--- config.mk ---
export PLATFORM = sky130hd
export DESIGN_NAME = pio_word_port
export DESIGN_NICKNAME = d
export VERILOG_FILES = /design/src/rtl/pio_port_pkg.sv /design/src/rtl/pio_addr_dec.sv /design/src/rtl/pio_in_sync.sv /design/src/rtl/pio_out_regs.sv /design/src/rtl/pio_word_port.sv
export SDC_FILE = /design/constraint.sdc
export NUM_CORES = 1
export LEC_CHECK = 0
export BUFFER_PORTS_ARGS = -buffer_cell sky130_fd_sc_hd__buf_4
export CORE_AREA = 5 5 122 124
export CTS_BUF_LIST = sky130_fd_sc_hd__clkbuf_8 sky130_fd_sc_hd__clkbuf_16
export DETAILED_ROUTE_END_ITERATION = 10
export DIE_AREA = 0 0 127 129
export PLACE_DENSITY = 0.76
export SKIP_LAST_GASP = 1
export SLEW_MARGIN = 10
export SYNTH_ARGS = -nofsm -noshare
export SYNTH_HDL_FRONTEND = slang
export SYNTH_SLANG_ARGS = --single-unit
--- constraint.sdc ---
create_clock -name clk -period 4.1 [get_ports clk]
set_input_delay 0.41 -clock clk [delete_from_list [all_inputs] [get_ports clk]]
set_output_delay 0.41 -clock clk [all_outputs]
set_load 0.05 [all_outputs]
--- src/rtl/pio_port_pkg.sv ---
package pio_port_pkg;

   localparam int unsigned BUS_W = 32;

   typedef enum logic [2:0] {
      SEL_DATA = 3'd0,
      SEL_SET  = 3'd1,
      SEL_CLR  = 3'd2,
      SEL_TGL  = 3'd3,
      SEL_IN   = 3'd4,
      SEL_DIR  = 3'd5,
      SEL_NONE = 3'd7
   } reg_sel_e;

   // word index of each register (byte offset / 4)
   localparam int unsigned WIDX_DATA = 0;
   localparam int unsigned WIDX_SET  = 1;
   localparam int unsigned WIDX_CLR  = 2;
   localparam int unsigned WIDX_TGL  = 3;
   localparam int unsigned WIDX_IN   = 4;
   localparam int unsigned WIDX_DIR  = 5;

endpackage

--- src/rtl/pio_addr_dec.sv ---
module pio_addr_dec #(
   parameter int unsigned ADDR_W = 8
) (
   input  logic [ADDR_W-1:0]        addr,
   output pio_port_pkg::reg_sel_e   sel
);
   import pio_port_pkg::*;

   localparam int unsigned WORD_W = ADDR_W - 2;

   if (ADDR_W < 5) begin : g_bad_addr_w
      $error("pio_addr_dec: ADDR_W must be at least 5");
   end

   logic [WORD_W-1:0] word_idx;
   logic [1:0]        unused_lsb;

   assign word_idx   = addr[ADDR_W-1:2];
   assign unused_lsb = addr[1:0];

   always_comb begin
      if      (word_idx == WORD_W'(WIDX_DATA)) sel = SEL_DATA;
      else if (word_idx == WORD_W'(WIDX_SET))  sel = SEL_SET;
      else if (word_idx == WORD_W'(WIDX_CLR))  sel = SEL_CLR;
      else if (word_idx == WORD_W'(WIDX_TGL))  sel = SEL_TGL;
      else if (word_idx == WORD_W'(WIDX_IN))   sel = SEL_IN;
      else if (word_idx == WORD_W'(WIDX_DIR))  sel = SEL_DIR;
      else                                     sel = SEL_NONE;
   end

endmodule

--- src/rtl/pio_in_sync.sv ---
module pio_in_sync #(
   parameter int unsigned NUM_PINS    = 32,
   parameter int unsigned SYNC_STAGES = 2
) (
   input  logic                clk,
   input  logic                rst_n,
   input  logic [NUM_PINS-1:0] pad_in,
   output logic [NUM_PINS-1:0] sync_q
);

   if (SYNC_STAGES < 2) begin : g_bad_stages
      $error("pio_in_sync: SYNC_STAGES must be at least 2");
   end

   logic [NUM_PINS-1:0] stage_q [SYNC_STAGES];

   for (genvar s = 0; s < SYNC_STAGES; s++) begin : g_stage
      if (s == 0) begin : g_first
         always_ff @(posedge clk or negedge rst_n) begin
            if (!rst_n) stage_q[s] <= '0;
            else        stage_q[s] <= pad_in;
         end
      end else begin : g_next
         always_ff @(posedge clk or negedge rst_n) begin
            if (!rst_n) stage_q[s] <= '0;
            else        stage_q[s] <= stage_q[s-1];
         end
      end
   end

   assign sync_q = stage_q[SYNC_STAGES-1];

   if (SYNC_STAGES == 2) begin : g_chk_two
      logic [1:0] warm_q;
      always_ff @(posedge clk or negedge rst_n) begin
         if (!rst_n)             warm_q <= 2'd0;
         else if (warm_q != 2'd2) warm_q <= warm_q + 2'd1;
      end
      AST_SYNC_TWO_CYCLES: assert property (@(posedge clk)
         disable iff (!rst_n || warm_q != 2'd2)
         sync_q == $past(pad_in, 2));
   end

endmodule

--- src/rtl/pio_out_regs.sv ---
module pio_out_regs #(
   parameter int unsigned NUM_PINS = 32
) (
   input  logic                    clk,
   input  logic                    rst_n,
   input  logic                    wen,
   input  pio_port_pkg::reg_sel_e  sel,
   input  logic [NUM_PINS-1:0]     wdata,
   output logic [NUM_PINS-1:0]     latch_q,
   output logic [NUM_PINS-1:0]     dir_q
);
   import pio_port_pkg::*;

   logic [NUM_PINS-1:0] latch_d;

   always_comb begin
      latch_d = latch_q;
      if (wen) begin
         case (sel)
            SEL_DATA: latch_d = wdata;
            SEL_SET:  latch_d = latch_q | wdata;
            SEL_CLR:  latch_d = latch_q & ~wdata;
            SEL_TGL:  latch_d = latch_q ^ wdata;
            default:  latch_d = latch_q;
         endcase
      end
   end

   always_ff @(posedge clk or negedge rst_n) begin
      if (!rst_n) begin
         latch_q <= '0;
         dir_q   <= '0;
      end else begin
         latch_q <= latch_d;
         if (wen && sel == SEL_DIR) dir_q <= wdata;
      end
   end

   AST_DATA_LOAD: assert property (@(posedge clk) disable iff (!rst_n)
      (wen && sel == SEL_DATA) |=> latch_q == $past(wdata));
   AST_SET_BITS: assert property (@(posedge clk) disable iff (!rst_n)
      (wen && sel == SEL_SET) |=>
         ((latch_q & $past(wdata)) == $past(wdata)) &&
         ((latch_q & ~$past(wdata)) == ($past(latch_q) & ~$past(wdata))));
   AST_CLR_BITS: assert property (@(posedge clk) disable iff (!rst_n)
      (wen && sel == SEL_CLR) |=>
         ((latch_q & $past(wdata)) == '0) &&
         ((latch_q & ~$past(wdata)) == ($past(latch_q) & ~$past(wdata))));
   AST_TGL_BITS: assert property (@(posedge clk) disable iff (!rst_n)
      (wen && sel == SEL_TGL) |=>
         ((latch_q ^ $past(latch_q)) == $past(wdata)));
   AST_NO_STRAY_WRITE: assert property (@(posedge clk) disable iff (!rst_n)
      (!wen || sel == SEL_IN || sel == SEL_NONE) |=>
         $stable(latch_q) && $stable(dir_q));

endmodule

--- src/rtl/pio_word_port.sv ---
module pio_word_port #(
   parameter int unsigned NUM_PINS    = 32,
   parameter int unsigned ADDR_W      = 8,
   parameter int unsigned SYNC_STAGES = 2
) (
   input  logic        clk,
   input  logic        rst_n,
   input  logic [7:0]  bus_addr,
   input  logic        bus_wen,
   input  logic [31:0] bus_wdata,
   output logic [31:0] bus_rdata,
   input  logic [31:0] pad_in,
   output logic [31:0] pad_out,
   output logic [31:0] pad_oe
);
   import pio_port_pkg::*;

   localparam int unsigned PAD_GAP = BUS_W - NUM_PINS;

   if (NUM_PINS < 1 || NUM_PINS > BUS_W) begin : g_bad_pins
      $error("pio_word_port: NUM_PINS must be 1..32");
   end
   if (ADDR_W != 8) begin : g_bad_aw
      $error("pio_word_port: port list fixes ADDR_W at 8");
   end

   reg_sel_e            sel;
   logic [NUM_PINS-1:0] latch_q;
   logic [NUM_PINS-1:0] dir_q;
   logic [NUM_PINS-1:0] in_sync;
   logic [NUM_PINS-1:0] rd_pins;

   pio_addr_dec #(.ADDR_W(ADDR_W)) u_dec (
      .addr (bus_addr[ADDR_W-1:0]),
      .sel  (sel)
   );

   pio_out_regs #(.NUM_PINS(NUM_PINS)) u_regs (
      .clk     (clk),
      .rst_n   (rst_n),
      .wen     (bus_wen),
      .sel     (sel),
      .wdata   (bus_wdata[NUM_PINS-1:0]),
      .latch_q (latch_q),
      .dir_q   (dir_q)
   );

   pio_in_sync #(.NUM_PINS(NUM_PINS), .SYNC_STAGES(SYNC_STAGES)) u_sync (
      .clk    (clk),
      .rst_n  (rst_n),
      .pad_in (pad_in[NUM_PINS-1:0]),
      .sync_q (in_sync)
   );

   always_comb begin
      case (sel)
         SEL_DATA: rd_pins = latch_q;
         SEL_IN:   rd_pins = in_sync;
         SEL_DIR:  rd_pins = dir_q;
         default:  rd_pins = '0;
      endcase
   end

   if (PAD_GAP == 0) begin : g_full
      assign bus_rdata = rd_pins;
      assign pad_out   = latch_q;
      assign pad_oe    = dir_q;
   end else begin : g_narrow
      logic [PAD_GAP-1:0] unused_hi;
      assign unused_hi = bus_wdata[BUS_W-1:NUM_PINS] ^ pad_in[BUS_W-1:NUM_PINS];
      assign bus_rdata = {{PAD_GAP{1'b0}}, rd_pins};
      assign pad_out   = {{PAD_GAP{1'b0}}, latch_q};
      assign pad_oe    = {{PAD_GAP{1'b0}}, dir_q};
   end

   AST_ALIAS_READ_ZERO: assert property (@(posedge clk) disable iff (!rst_n)
      (sel == SEL_SET || sel == SEL_CLR || sel == SEL_TGL) |-> bus_rdata == '0);
   AST_UNMAPPED_READ_ZERO: assert property (@(posedge clk) disable iff (!rst_n)
      (sel == SEL_NONE) |-> bus_rdata == '0);
   AST_DIR_WRITE_SEEN: assert property (@(posedge clk) disable iff (!rst_n)
      (bus_wen && sel == SEL_DIR) |=> pad_oe[NUM_PINS-1:0] == $past(bus_wdata[NUM_PINS-1:0]));
   AST_PAD_OUT_TRACKS: assert property (@(posedge clk) disable iff (!rst_n)
      (bus_wen && sel == SEL_DATA) |=> pad_out[NUM_PINS-1:0] == $past(bus_wdata[NUM_PINS-1:0]));

endmodule

### Word-level counts from Yosys, hierarchy flattened

Index checks and enable logic that the tools add are counted.

* bitwise operators: 4
* eq/ne operators: 10
* muxes and demuxes: 8
* reduce and logical (&&, ||, !) cells: 5

Operators by type and width (count)
* 32-bit one-hot mux with 4 select lines: 1
* 32-bit one-hot mux with 3 select lines: 1
* 32-bit bitwise AND: 1
* 32-bit inverter: 1
* 32-bit OR: 1
* 32-bit XOR: 1
* 3-bit two-way mux: 5
* 6-bit by 2-bit == test with 1-bit output, second input constant: 2
* 6-bit by 3-bit == test with 1-bit output, second input constant: 2
* 3-bit by 2-bit == test with 1-bit output, second input constant: 2
* 3-bit == test, second input constant: 2
* 6-bit by 1-bit == test with 1-bit output, second input constant: 1
* 6-bit zero test: 1
* 4-bit nonzero test: 1
* 3-bit by 1-bit == test with 1-bit output, second input constant: 1
* 3-bit zero test: 1
* 2-bit two-way mux: 1
* 2-bit AND reduction: 1
* 1-bit logical AND: 1

* bits in registers: 128
* bits of input ports: 75

### Logic depth before layout (Yosys ltp)

* depth in word-level cells: 10
* mapped depth: 6

### Modules after synthesis

Synthesis repeated with hierarchy kept, for this count alone.

* cell total of the unflattened synthesis: 628
* area, all modules: 7153.1 um2

By module, submodules not included
* pio_out_regs: sequential area each 1601.5 um2, cells each 413, instances 1, area an instance 4408.0 um2
* pio_in_sync: sequential area each 1601.5 um2, cells each 96, instances 1, area an instance 1841.8 um2
* pio_word_port: sequential area each 0.0 um2, cells each 114, instances 1, area an instance 872.1 um2
* pio_addr_dec: sequential area each 0.0 um2, cells each 5, instances 1, area an instance 31.3 um2

### Worst setup path after synthesis

No wires, ideal clock.

* path kind: input -> output
* start point: in bus_addr[5]
* end point: out bus_rdata[10]
* required time: 3690 ps
* path slack: 1397 ps
* arrival time: 2293 ps
* stages on the path: 6
* cells stage by stage: or3_4 -> buf_6 -> or3_1 -> buf_2 -> buf_6 -> o2bb2ai_1

* cells in the longest elaborated chain, start to end: 9
* elaborated cells between the ends (all ways): 16
* classes of those cells: eq/ne (7); mux (7); reduce/logical (2)

Ends and longest elaborated chain
* start: declaration: line pio_word_port.sv:8 `input logic [7:0] bus_addr,`
* 6-bit by 3-bit == test with 1-bit output: line pio_addr_dec.sv:27 `else if (word_idx == WORD_W'(WIDX_DIR)) sel = SEL_DIR;`
* 2-bit two-way mux: line pio_addr_dec.sv:27
* 3-bit two-way mux: line pio_addr_dec.sv:26 `else if (word_idx == WORD_W'(WIDX_IN)) sel = SEL_IN;`
* 3-bit two-way mux: line pio_addr_dec.sv:25 `else if (word_idx == WORD_W'(WIDX_TGL)) sel = SEL_TGL;`
* 3-bit two-way mux: line pio_addr_dec.sv:24 `else if (word_idx == WORD_W'(WIDX_CLR)) sel = SEL_CLR;`
* 3-bit two-way mux: line pio_addr_dec.sv:23 `else if (word_idx == WORD_W'(WIDX_SET)) sel = SEL_SET;`
* 3-bit two-way mux (*): line pio_addr_dec.sv:22 `if (word_idx == WORD_W'(WIDX_DATA)) sel = SEL_DATA;`
* 3-bit == test or 3-bit zero test (tied branches): line pio_word_port.sv:56 `case (sel)`
* 32-bit one-hot mux with 3 select lines (*): line pio_word_port.sv:56
* end: declaration: line pio_word_port.sv:11 `output logic [31:0] bus_rdata,`

Every way passes the cells marked *; elsewhere a longest branch is shown, timed or not.

### Worst setup path in the final report

* start point: in bus_addr[5]
* end point: out bus_rdata[12]

The elaborated chain is that of the path after synthesis.

==> metrics.cfg <==
[route]
wirelength_um = 17800
first_pass_iters = 8
ant_nets = 0
wl_per_cell_um = 18.9
num_vias = 5398
drt_iter0_markers = 453
drc_errors = 0
via_per_inst = 5.72

[die]
dieHeight_um = 129
pin_count = 171
die-width_um = 127
dieArea_um2 = 16400
core_area_um2 = 13700
start_util = 0.495
num_rows = 43

[yosys]
syn_nets = 741
synthCells = 602
avgSynthCellArea_um2 = 11.2
ys_warn_count = 0
synth_cell_types = 31
yosys-top-cells-count = dfrtp_1 (128), inv_1 (66), ha_1 (64)
synth_area_leaders = dfrtp_1 (47%), ha_1 (12%), mux2_2 (5.0%), mux2i_1 (4.7%), o2bb2ai_1 (4.1%)
ys_seq_area_frac = 0.473
synth.most_common_cell = dfrtp_1
yosys.area.top_type = dfrtp_1
synth_top_cell_area_share = 0.473
synth_edf_count = 0
synth_top_flop_cell = dfrtp_1
synth-seq-cells = 128
synth_area_um2 = 6770
async_flop_share = 1.00

[sta]
fin_hold_ws_ns = 0.107
slew_viol_final = 0
min_period_ns = 2.94
rsz0062_at_grt = no
fin_tns_setup_ns = 0
maxSlewHeadroom = 0.137
finalCritPeriodShare = 0.717
worstMarginPinSlew_ns = 1.29
hold_violations = 0
fmax_ghz = 0.340
finalClockSkew_ns = 0.00397
finalSetupViolCount = 0

[clock_tree]
ctsHtreeMaxLevel = 4
cts_resized = 0
cts_buffer_depth = 2
clk_latency_ns = 0.40
cts_sinks = 128
cts_buffers = 17
cts_tree = done
cts-root-buf = clkbuf_16
post-cts-setup-buffers = 0
path_clk_slew_ns = 0.05
holdBufCountCts = 0

[worst_setup_path]
critPathMaxFanout = 20
startpoint_type = primary input
arrival_ns = 2.53
crit_type = primary input to output pin
crit_path_end_kind = output pin
rrSetupSlack_ns = 2.73
crit_required_ns = 3.69

[grt]
grt_max_degree = 73
track_usage = 0.221
grt_pass1_wl_um = 28900
grt_pass1_vias = 5598
antenna_found_initial = 0
grt.overflow.total = 0

[finish]
final_layout_size_suffix_gt1_frac = 0.320
diodes = 0
num-nets-final = 891
area_delta_synth_final_pct = 28.7

[placement]
port_buffers = 168
gp_congestion = 0.745
dp_hpwl_um = 12100

[flow_run]
drv_cap = 0

[hold_path]
hp-class = primary input to flop

[power]
leakage_nw = 4.34
power_density_nw_per_um2 = 485
peakVddDrop_v = 0.000323

[run_status]
status = finished clean

[power breakdown]
part,internal [W],switching (W),total [W]
sequential,0.00142,0.000162,0.00158
clock,0.000967,0.000511,0.00148
combinational,0.000395,0.000771,0.00117
total,0.00278,0.00144,0.00422
[through the flow]
stage          instances  worst slack (ns)  power (W)  instance area [µm²]  utilization
2_1_floorplan        602              1.40    0.00233                 6770            -
3_3_place_gp         913              1.25    0.00271                 8130        0.595
3_5_place_dp         913              1.17    0.00276                 8130        0.595
4_1_cts              943              1.17    0.00426                 8710        0.637
5_1_grt              943              1.10    0.00442                 8710        0.637
6_report             943              1.16    0.00422                 8710        0.637
[layout by cell type, fill, tap and decap left out, types with 25 or more instances in the layout]
| cell | count |
|---|---|
| a211o_1 | 29 |
| inv_1 | 70 |
| nand3_1 | 25 |
| mux2_2 | 30 |
| mux2i_1 | 32 |
| nor2_1 | 29 |
| a41oi_1 | 25 |
| o2bb2ai_1 | 32 |
| a21oi_1 | 25 |
| dfrtp_1 | 128 |
| ha_1 | 64 |
| nand4_1 | 32 |
| buf_4 | 180 |
[worst max-delay path: stages]
cell	delay [ns]
buf_4	0.13
or3_4	0.48
or3_1	0.73
buf_4	0.37
o2bb2ai_1	0.18
buf_4	0.22
[area by class of cell]
class	instances	area, µm²
Sequential cell	128	3200
Tap cell	180	225
Multi-Input combinational cell	359	3110
Inverter	66	248
Clock buffer	19	453
Clock inverter	11	125
Timing Repair Buffer	180	1350
Fill cell	1063	4950
[registers in the layout (all words and copies together), names as in the netlist]
| name | flops |
|---|---|
| u_regs.dir_q | 32 |
| u_regs.latch_q | 32 |
| u_sync.stage_q | 32 |
| u_sync.sync_q | 32 |
[final timing paths]
check | startpoint | end | cells after the start
max in group asynchronous | rst_n | u_regs.dir_q[1] | 2
min reg2reg | u_sync.stage_q[43] | u_sync.sync_q[11] | 0
max | bus_addr[5] | bus_rdata[12] | 6
min in group asynchronous | rst_n | u_sync.stage_q[52] | 1
min | pad_in[14] | u_sync.stage_q[46] | 1
max reg2reg | u_regs.latch_q[27] | u_regs.latch_q[27] | 3
[kinds of logic after synthesis]
logic type	count (synthesis)	share of synthesized area
AO/OA/AOI/OAI	128	0.151
adder cells (fa/ha/maj)	64	0.118
buffers and inverters	115	0.0732
flip-flops	128	0.473
multiplexers	64	0.101
AND/OR/NAND/NOR	103	0.0834
[metal layers]
| metal | up-vias | global-route usage | wire length, µm |
|---|---|---|---|
| met5 | - | 0 | 0 |
| met3 | 17 | 0.0552 | 1120 |
| met1 | 2690 | 0.287 | 7400 |
| met2 | 206 | 0.372 | 9100 |
| li1 | 2485 | - | - |
| met4 | 0 | 0.0580 | 159 |
No activity file was read; power rests on OpenSTA's default activity.
